[config.mk]
export PLATFORM = sky130hd
export DESIGN_NAME = da_fir_filter
export DESIGN_NICKNAME = d
export VERILOG_FILES = /design/src/rtl/da_fir_pkg.sv /design/src/rtl/da_fir_tap_line.sv /design/src/rtl/da_fir_ctrl.sv /design/src/rtl/da_fir_lut.sv /design/src/rtl/da_fir_accum.sv /design/src/rtl/da_fir_filter.sv
export SDC_FILE = /design/constraint.sdc
export NUM_CORES = 1
export LEC_CHECK = 0
export BUFFER_PORTS_ARGS = -buffer_cell sky130_fd_sc_hd__clkbuf_2
export CAP_MARGIN = 40
export CORE_MARGIN = 2
export CORE_UTILIZATION = 35
export DETAILED_ROUTE_END_ITERATION = 7
export PLACE_DENSITY = 0.61
export SLEW_MARGIN = 40
export SYNTH_ARGS = -nofsm -noshare
export SYNTH_HDL_FRONTEND = slang
export SYNTH_HIERARCHICAL = 1
export SYNTH_SLANG_ARGS = --single-unit
[constraint.sdc]
create_clock -name clk_i -period 4.6 [get_ports clk_i]
set_input_delay 0.92 -clock clk_i [delete_from_list [all_inputs] [get_ports clk_i]]
set_output_delay 0.92 -clock clk_i [all_outputs]
set_load 0.005 [all_outputs]
[src/rtl/da_fir_pkg.sv]
package da_fir_pkg;
  localparam int MAX_TAPS   = 8;
  localparam int MAX_COEF_W = 16;

  typedef logic signed [MAX_COEF_W-1:0] coef_t;
  typedef coef_t [MAX_TAPS-1:0]         coef_arr_t;

  // sum of the coefficients whose address bit is set
  function automatic int lut_entry(coef_arr_t c, int taps, int addr);
    int s;
    s = 0;
    for (int k = 0; k < taps; k++) begin
      if (((addr >> k) & 1) == 1) s += int'(c[k]);
    end
    return s;
  endfunction
endpackage

[src/rtl/da_fir_tap_line.sv]
module da_fir_tap_line #(
  parameter int K     = 4,
  parameter int B     = 8,
  parameter int BIT_W = $clog2(B)
) (
  input  logic             clk_i,
  input  logic             rst_ni,
  input  logic             shift_i,
  input  logic [B-1:0]     sample_i,
  input  logic [BIT_W-1:0] bit_sel_i,
  output logic [K-1:0]     addr_o
);
  logic [B-1:0] taps_q [K];

  always_ff @(posedge clk_i or negedge rst_ni) begin
    if (!rst_ni) begin
      for (int k = 0; k < K; k++) taps_q[k] <= '0;
    end else if (shift_i) begin
      taps_q[0] <= sample_i;
      for (int k = 1; k < K; k++) taps_q[k] <= taps_q[k-1];
    end
  end

  for (genvar k = 0; k < K; k++) begin : g_addr
    assign addr_o[k] = taps_q[k][bit_sel_i];
  end
endmodule

[src/rtl/da_fir_ctrl.sv]
module da_fir_ctrl #(
  parameter int B     = 8,
  parameter int BIT_W = $clog2(B)
) (
  input  logic             clk_i,
  input  logic             rst_ni,
  input  logic             in_valid_i,
  output logic             in_ready_o,
  output logic             accept_o,
  output logic             busy_o,
  output logic             last_o,
  output logic [BIT_W-1:0] bit_sel_o
);
  localparam logic [BIT_W-1:0] LAST_BIT = BIT_W'(B - 1);

  logic             busy_q;
  logic [BIT_W-1:0] cnt_q;

  assign last_o     = busy_q && (cnt_q == LAST_BIT);
  assign in_ready_o = !busy_q || last_o;
  assign accept_o   = in_valid_i && in_ready_o;
  assign busy_o     = busy_q;
  assign bit_sel_o  = cnt_q;

  always_ff @(posedge clk_i or negedge rst_ni) begin
    if (!rst_ni) begin
      busy_q <= 1'b0;
      cnt_q  <= '0;
    end else if (accept_o) begin
      busy_q <= 1'b1;
      cnt_q  <= '0;
    end else if (last_o) begin
      busy_q <= 1'b0;
      cnt_q  <= '0;
    end else if (busy_q) begin
      cnt_q  <= cnt_q + 1'b1;
    end
  end
endmodule

[src/rtl/da_fir_lut.sv]
module da_fir_lut
  import da_fir_pkg::*;
#(
  parameter int        K      = 4,
  parameter int        SUM_W  = 10,
  parameter coef_arr_t COEFS  = '0
) (
  input  logic [K-1:0]            addr_i,
  output logic signed [SUM_W-1:0] partial_o
);
  localparam int DEPTH = 1 << K;

  logic signed [SUM_W-1:0] rom [DEPTH];

  for (genvar a = 0; a < DEPTH; a++) begin : g_rom
    assign rom[a] = SUM_W'(lut_entry(COEFS, K, a));
  end

  assign partial_o = rom[addr_i];
endmodule

[src/rtl/da_fir_accum.sv]
module da_fir_accum #(
  parameter int B     = 8,
  parameter int SUM_W = 10,
  parameter int OUT_W = 18
) (
  input  logic                    clk_i,
  input  logic                    rst_ni,
  input  logic                    clr_i,
  input  logic                    en_i,
  input  logic                    neg_i,
  input  logic signed [SUM_W-1:0] partial_i,
  output logic signed [OUT_W-1:0] y_o,
  output logic                    valid_o
);
  logic signed [OUT_W-1:0] acc_q, acc_next, shifted, term;

  // LSB first: halve the running sum and add the new partial at weight 2^(B-1)
  always_comb begin
    shifted  = acc_q >>> 1;
    term     = {{(OUT_W-SUM_W){partial_i[SUM_W-1]}}, partial_i} <<< (B - 1);
    acc_next = neg_i ? (shifted - term) : (shifted + term);
  end

  always_ff @(posedge clk_i or negedge rst_ni) begin
    if (!rst_ni) begin
      acc_q   <= '0;
      y_o     <= '0;
      valid_o <= 1'b0;
    end else begin
      valid_o <= en_i && neg_i;
      if (en_i && neg_i) y_o <= acc_next;
      if (clr_i)     acc_q <= '0;
      else if (en_i) acc_q <= acc_next;
    end
  end
endmodule

[src/rtl/da_fir_filter.sv]
module da_fir_filter
  import da_fir_pkg::*;
#(
  parameter int        NUM_TAPS = 4,
  parameter int        SAMPLE_W = 8,
  parameter int        COEF_W   = 8,
  parameter coef_arr_t COEFS    = '{0, 0, 0, 0, -128, 12, -7, 3},
  localparam int       OUT_W    = SAMPLE_W + COEF_W + $clog2(NUM_TAPS)
) (
  input  logic                clk_i,
  input  logic                rst_ni,
  input  logic                in_valid_i,
  output logic                in_ready_o,
  input  logic [SAMPLE_W-1:0] sample_i,
  output logic                out_valid_o,
  output logic [OUT_W-1:0]    y_o
);
  localparam int SUM_W = COEF_W + $clog2(NUM_TAPS);
  localparam int BIT_W = $clog2(SAMPLE_W);

  logic                    accept, busy, last;
  logic [BIT_W-1:0]        bit_sel;
  logic [NUM_TAPS-1:0]     addr;
  logic signed [SUM_W-1:0] partial;
  logic signed [OUT_W-1:0] y_s;

  da_fir_ctrl #(.B(SAMPLE_W), .BIT_W(BIT_W)) u_ctrl (
    .clk_i, .rst_ni, .in_valid_i, .in_ready_o,
    .accept_o(accept), .busy_o(busy), .last_o(last), .bit_sel_o(bit_sel)
  );

  da_fir_tap_line #(.K(NUM_TAPS), .B(SAMPLE_W), .BIT_W(BIT_W)) u_taps (
    .clk_i, .rst_ni, .shift_i(accept), .sample_i,
    .bit_sel_i(bit_sel), .addr_o(addr)
  );

  da_fir_lut #(.K(NUM_TAPS), .SUM_W(SUM_W), .COEFS(COEFS)) u_lut (
    .addr_i(addr), .partial_o(partial)
  );

  da_fir_accum #(.B(SAMPLE_W), .SUM_W(SUM_W), .OUT_W(OUT_W)) u_acc (
    .clk_i, .rst_ni, .clr_i(accept), .en_i(busy), .neg_i(last),
    .partial_i(partial), .y_o(y_s), .valid_o(out_valid_o)
  );

  assign y_o = y_s;
endmodule

==> results of run 1 <==
==> synth_stat cells (all sizes together) (2+ instances only) <==
master,number
o21ai,8
a21oi,12
o22ai,2
dfrtp,72
buf,11
inv,15
a31oi,2
nor4b,2
mux2,49
a21o,6
ha,17
nand2,11
nand2b,8
mux2i,14
xnor2,11
o21a,2
xor2,4
nor2,24
and2,2
nand3,9
mux4,8
nor3,2
nor2b,5
clkbuf,9
a211oi,3
o2111ai,2
==> cell type report <==
cell class | instances | area [µm²]
flip-flops and latches | 72 | 1800
clock inverters | 4 | 75.1
fillers | 1048 | 6400
well taps | 140 | 175
multi-input cells | 214 | 1970
inverters | 16 | 60.1
repair buffers | 36 | 195
clock buffers | 12 | 165
==> sequential cells by signal, summed over array words and instances (netlist names) <==
register,cells
u_ctrl/bit_sel_o,3
u_acc/y_o,18
u_ctrl/busy_o,1
u_acc/valid_o,1
u_taps/taps_q,32
u_acc/acc_q,17
==> cell families after synthesis <==
logic type	synth area share, %
AOI/OAI and AO/OA	7.31
and+or+nand+nor	9.14
buffers and inverters	4.26
adders and majority gates	5.96
DFF	46.2
muxes	23.1
xor gates and xnor gates	4.07
==> critical path: stages, from the launching register on <==
cell and delay (ps):
dfrtp_2 460, mux4_1 580, mux2_2 350, ha_1 210, nor2_1 130, a21oi_2 90
nor2_1 150, nor4b_4 270, a21oi_1 120, xnor2_1 190, ha_1 280, a21o_1 200
a21o_1 200, a221oi_4 340, mux2i_1 240, mux2_1 340
==> final timing paths <==
check | start | to | cells after the start
hold / removal | u_acc/y_o[9]$_DFFE_PN0P_ | u_acc/y_o[9]$_DFFE_PN0P_ | 2
hold reg to reg | u_acc/y_o[9]$_DFFE_PN0P_ | u_acc/y_o[9]$_DFFE_PN0P_ | 2
setup reg to reg | u_ctrl/bit_sel_o[0]$_DFFE_PN0P_ | u_acc/acc_q[17]$_DFFE_PN0P_ | 15
max in group asynchronous | rst_ni | u_ctrl/bit_sel_o[0]$_DFFE_PN0P_ | 2
setup / recovery | u_ctrl/bit_sel_o[0]$_DFFE_PN0P_ | u_acc/acc_q[17]$_DFFE_PN0P_ | 15
min in group asynchronous | rst_ni | u_taps/taps_q[25]$_DFFE_PN0P_ | 1
==> what timing repair did <==
action,CTS,global route
buffers inserted,0,2
hold endpoints to repair,0,0
resized for setup,0,7
endpoints found under the setup margin,0,6
==> layer usage <==
layer / up-vias / GRT usage, % / part of all wire [%]
met5: - / 0 / 0
met4: 0 / 7.69 / 2.6
met3: 11 / 2.96 / 2.7
met2: 34 / 21.3 / 48
met1: 1271 / 16.9 / 47
li1: 1192 / - / -
==> metrics by stage <==
stage | std cells | instance area [µm²]
6_report | 494 | 4440
2_1_floorplan | 322 | 3900
3_5_place_dp | 476 | 4160
4_1_cts | 492 | 4400
3_3_place_gp | 476 | 4150
5_1_grt | 494 | 4440
==> summary.txt, run 1 <==
result of the run: completed
average instance area after synthesis: 12.1 µm²
via/cell ratio: 5.08
number of different library cells in the post-synthesis netlist: 50
overall die area: 12000 µm²
TritonCTS Buffers: 9
final critical delay including setup and external delays: 4290 ps
clk_lat worst skew: 360 ps
worst slack at placement: 37.8 ps
wire length of the first global-routing pass: 12200 µm
worst max-slew margin expressed relative to the limit: 51.1%
WL per Instance: 14.8 µm
Clock Root Buffer: clkbuf_8
Clock H-tree levels: 3
final clock skew: 6.25 ps
Final Cycle Share: 93.2%
TritonCTS clock tree: done
count of mapped cells out of synthesis: 322
via count: 2508
layout cell share with drive strength beyond 1: 31.9%
area fraction of the dominant cell type after synthesis: 46.2%
remaining antenna violation count after routing: 0
share of async-settable or async-resettable flops after synthesis: 100%
buffers added on ports: 30
top library cells by usage in the layout, fill and taps aside: 71 x dfrtp_1, 46 x mux2_2, 29 x clkbuf_2
number of buffers on the longest clock path: 2
data arrival at the endpoint of the critical path: 4530 ps
ys flop type: dfrtp_1
transition at the pin with the smallest max-transition slack: 732 ps
net count of the finished layout: 378
worst-case register-to-register setup slack: 310 ps
Yosys warning count: 6
number of hold violations in the final report: 0
maximum number of pins on one net before global-route repair: 53
sum of overflow across all layers after global routing: 0
CTS sink cnt: 72
worst hold slack across all endpoints: 492 ps
final setup violation count: 0
required time of the critical path: 4840 ps
clock slew at the register clock pins of the worst setup and hold paths: 70 ps
area leader, netlist: dfrtp_1
count of flip-flops with a built-in enable after synthesis: 0
startpoint types: register
worst-path maximum fanout: 7
Crit Path Class: reg -> reg
standard-cell row count: 38
total track usage: 13.4%
antenna fix cells: 0
Die X: 110 µm
setup tns final: 0 ps
core occupancy in the finished layout: 41.0%
CTS hold repair buffers: 0
final number of max-transition violations: 0
starting density of the core: 36.0%
layout overhead on the synthesized area: 13.7%
most common library cell in the layout ignoring fill and taps: dfrtp_1
main area contributors after synthesis: dfrtp_1 46%, mux2_2 13%, ha_1 5.4%
unrepaired setup endpoints after global routing: false
via count of the first global-routing pass: 2458
number of nets in the synthesized netlist: 351
count of state elements after synthesis: 72
Setup crit end kind: register
placed wire-length estimate after detailed placement: 5050 µm
remaining design rule violation count: 0
combined area of all synthesized cells: 3900 µm²
detailed-router iteration count before antenna repair: 4
share of the yosys chip area belonging to registers: 46.2%
initial antenna violation count: 0
Die Span Y: 110 µm
total length of routed wires: 7300 µm
Achievable Freq: 0.233 GHz
min setup slack post-route: 314 ps
count of maximum capacitance violations: 0
routability congestion estimate from global placement: 0.724
number of top-level pins: 31
Min-Delay Path Class: reg -> reg
Starting DRT DRC Count: 110
CORE AREA: 10800 µm²
Power of run 1 is left out: the tool's default activity adds up to more than one toggle a clock period on the data nets, which glitch-free logic cannot reach.
==> run 2: changes to the inputs <==
--- a/config.mk
+++ b/config.mk
@@ -7,10 +7,12 @@
 export LEC_CHECK = 0
 export BUFFER_PORTS_ARGS = -buffer_cell sky130_fd_sc_hd__clkbuf_2
 export CAP_MARGIN = 40
-export CORE_MARGIN = 2
+export CORE_MARGIN = 3
 export CORE_UTILIZATION = 35
 export DETAILED_ROUTE_END_ITERATION = 7
+export GPL_TIMING_DRIVEN = 0
 export PLACE_DENSITY = 0.61
+export SKIP_CTS_REPAIR_TIMING = 1
 export SLEW_MARGIN = 40
 export SYNTH_ARGS = -nofsm -noshare
 export SYNTH_HDL_FRONTEND = slang
==> summary.txt, run 2 (same netlist as run 1, synthesis figures left out) <==
result of the run: completed
transition at the pin with the smallest max-transition slack: 669 ps
Min-Delay Path Class: in -> async
routability congestion estimate from global placement: 0.797
antenna fix cells: 0
max reg flops: 32
final number of max-transition violations: 0
placed wire-length estimate after detailed placement: 5250 µm
TritonCTS Buffers: 9
worst max-slew margin expressed relative to the limit: 55.4%
Critical Path Most Common Cell: ha_1
clk_lat worst skew: 350 ps
detailed-router iteration count before antenna repair: 4
required time of the critical path: 4820 ps
worst-path maximum fanout: 7
delay contributed by the slowest stage of the critical path: 550 ps
net count of the finished layout: 397
total length of routed wires: 7230 µm
via count: 2509
CORE AREA: 10600 µm²
Regs by FF count: u_taps/taps_q (32), u_acc/y_o (18), u_acc/acc_q (17)
Starting DRT DRC Count: 92
standard-cell row count: 37
wire length of the first global-routing pass: 12200 µm
number of top-level pins: 31
clock slew at the register clock pins of the worst setup and hold paths: 80 ps
data arrival at the endpoint of the critical path: 4590 ps
ordered list of cells on the worst path: buf_6 > mux4_1 > mux2_4 > ha_1 > inv_1 > inv_1 > ha_1 > nor4b_4 > a21oi_1 > xnor2_1 > ha_1 > clkbuf_2 > a21o_1 > a21o_2 > a21o_1 > or3_1 > nand3_1 > a21oi_1
min setup slack post-route: 223 ps
Cell Count Post-Placement: 489
Die X: 112 µm
Top Family by Delay on Critical Path: compound AO/OA/AOI/OAI gates
Setup crit end kind: register
startpoint types: register
layout overhead on the synthesized area: 15.7%
via count of the first global-routing pass: 2606
initial antenna violation count: 0
Achievable Freq: 0.228 GHz
final clock skew: 6.39 ps
WL per Instance: 14.2 µm
CTS sink cnt: 72
starting density of the core: 36.8%
register name with the most flops: u_taps/taps_q
maximum number of pins on one net before global-route repair: 43
overall die area: 12500 µm²
Clock Root Buffer: clkbuf_8
most common library cell in the layout ignoring fill and taps: dfrtp_1
remaining antenna violation count after routing: 0
remaining design rule violation count: 0
buffers added on ports: 30
final critical delay including setup and external delays: 4380 ps
count of maximum capacitance violations: 0
total track usage: 12.2%
number of buffers on the longest clock path: 2
layout cell share with drive strength beyond 1: 33.0%
Crit Path Class: reg -> reg
Die Span Y: 112 µm
sum of overflow across all layers after global routing: 0
Worst Reg2Reg Path Length in Cells: 18
TritonCTS clock tree: done
top library cells by usage in the layout, fill and taps aside: 72 x dfrtp_1, 45 x mux2_2, 30 x clkbuf_2
number of hold violations in the final report: 0
Final Cycle Share: 95.1%
via/cell ratio: 4.93
cell depth of the worst setup path: 18
final setup violation count: 0
Clock H-tree levels: 3
worst slack at placement: -166 ps
Buffers & Inverters on Critical Path: 4
number of non-filler instances in the completed layout: 509
CP max stage cell: mux4_1
run 2: changes by cell type in the layout (fill, tap and decap cells not counted), sizes merged:
cell / before / now
clkbuf: 41 / 50
bufinv: 2 / 1
clkinv: 1 / 4
clkinvlp: 2 / 1
buf: 7 / 16
run 2: path summary, 6_finish.rpt:
kind / to / slack, ps / startpoint
max: u_acc/acc_q[16]$_DFFE_PN0P_ / 220 / u_ctrl/bit_sel_o[0]$_DFFE_PN0P_
min: u_taps/taps_q[14]$_DFFE_PN0P_ / 450 / rst_ni
max reg2reg: u_acc/acc_q[16]$_DFFE_PN0P_ / 220 / u_ctrl/bit_sel_o[0]$_DFFE_PN0P_
min reg2reg: u_acc/y_o[17]$_DFFE_PN0P_ / 480 / u_acc/y_o[17]$_DFFE_PN0P_
max in group asynchronous: u_acc/acc_q[10]$_DFFE_PN0P_ / 3670 / rst_ni
min in group clk_i: u_acc/y_o[17]$_DFFE_PN0P_ / 480 / u_acc/y_o[17]$_DFFE_PN0P_
run 2: per-stage QoR:
step | setup TNS [ps] | hold slack, ps | util (%) | instance area (µm²)
after floorplan | 0 | 463 | - | 3900
after CTS | -366 | 439 | 42.0 | 4450
after global placement | -99.0 | 465 | 39.8 | 4220
after global routing | -28.6 | 446 | 42.6 | 4520
final | 0 | 452 | 42.6 | 4520
after detailed placement | -271 | 469 | 40.1 | 4250
run 2: routing by layer:
metal  GRT usage [%]  vias up  share of wire [%]
li1                -     1233                  -
met3            2.99       12                2.9
met2            19.4       31                 46
met4            6.73        0                2.4
met1            15.3     1233                 48
met5               0        -                  0
run 2: cell type report:
class,instances,area [µm²]
Buffer,20,106
Clock buffer,11,141
Clock inverter,5,56.3
Fill cell,997,6080
Inverter,16,60.1
Multi-Input combinational cell,214,1970
Sequential cell,72,1800
Tap cell,136,170
Timing Repair Buffer,35,209
Power of run 2 is left out for the same reason.
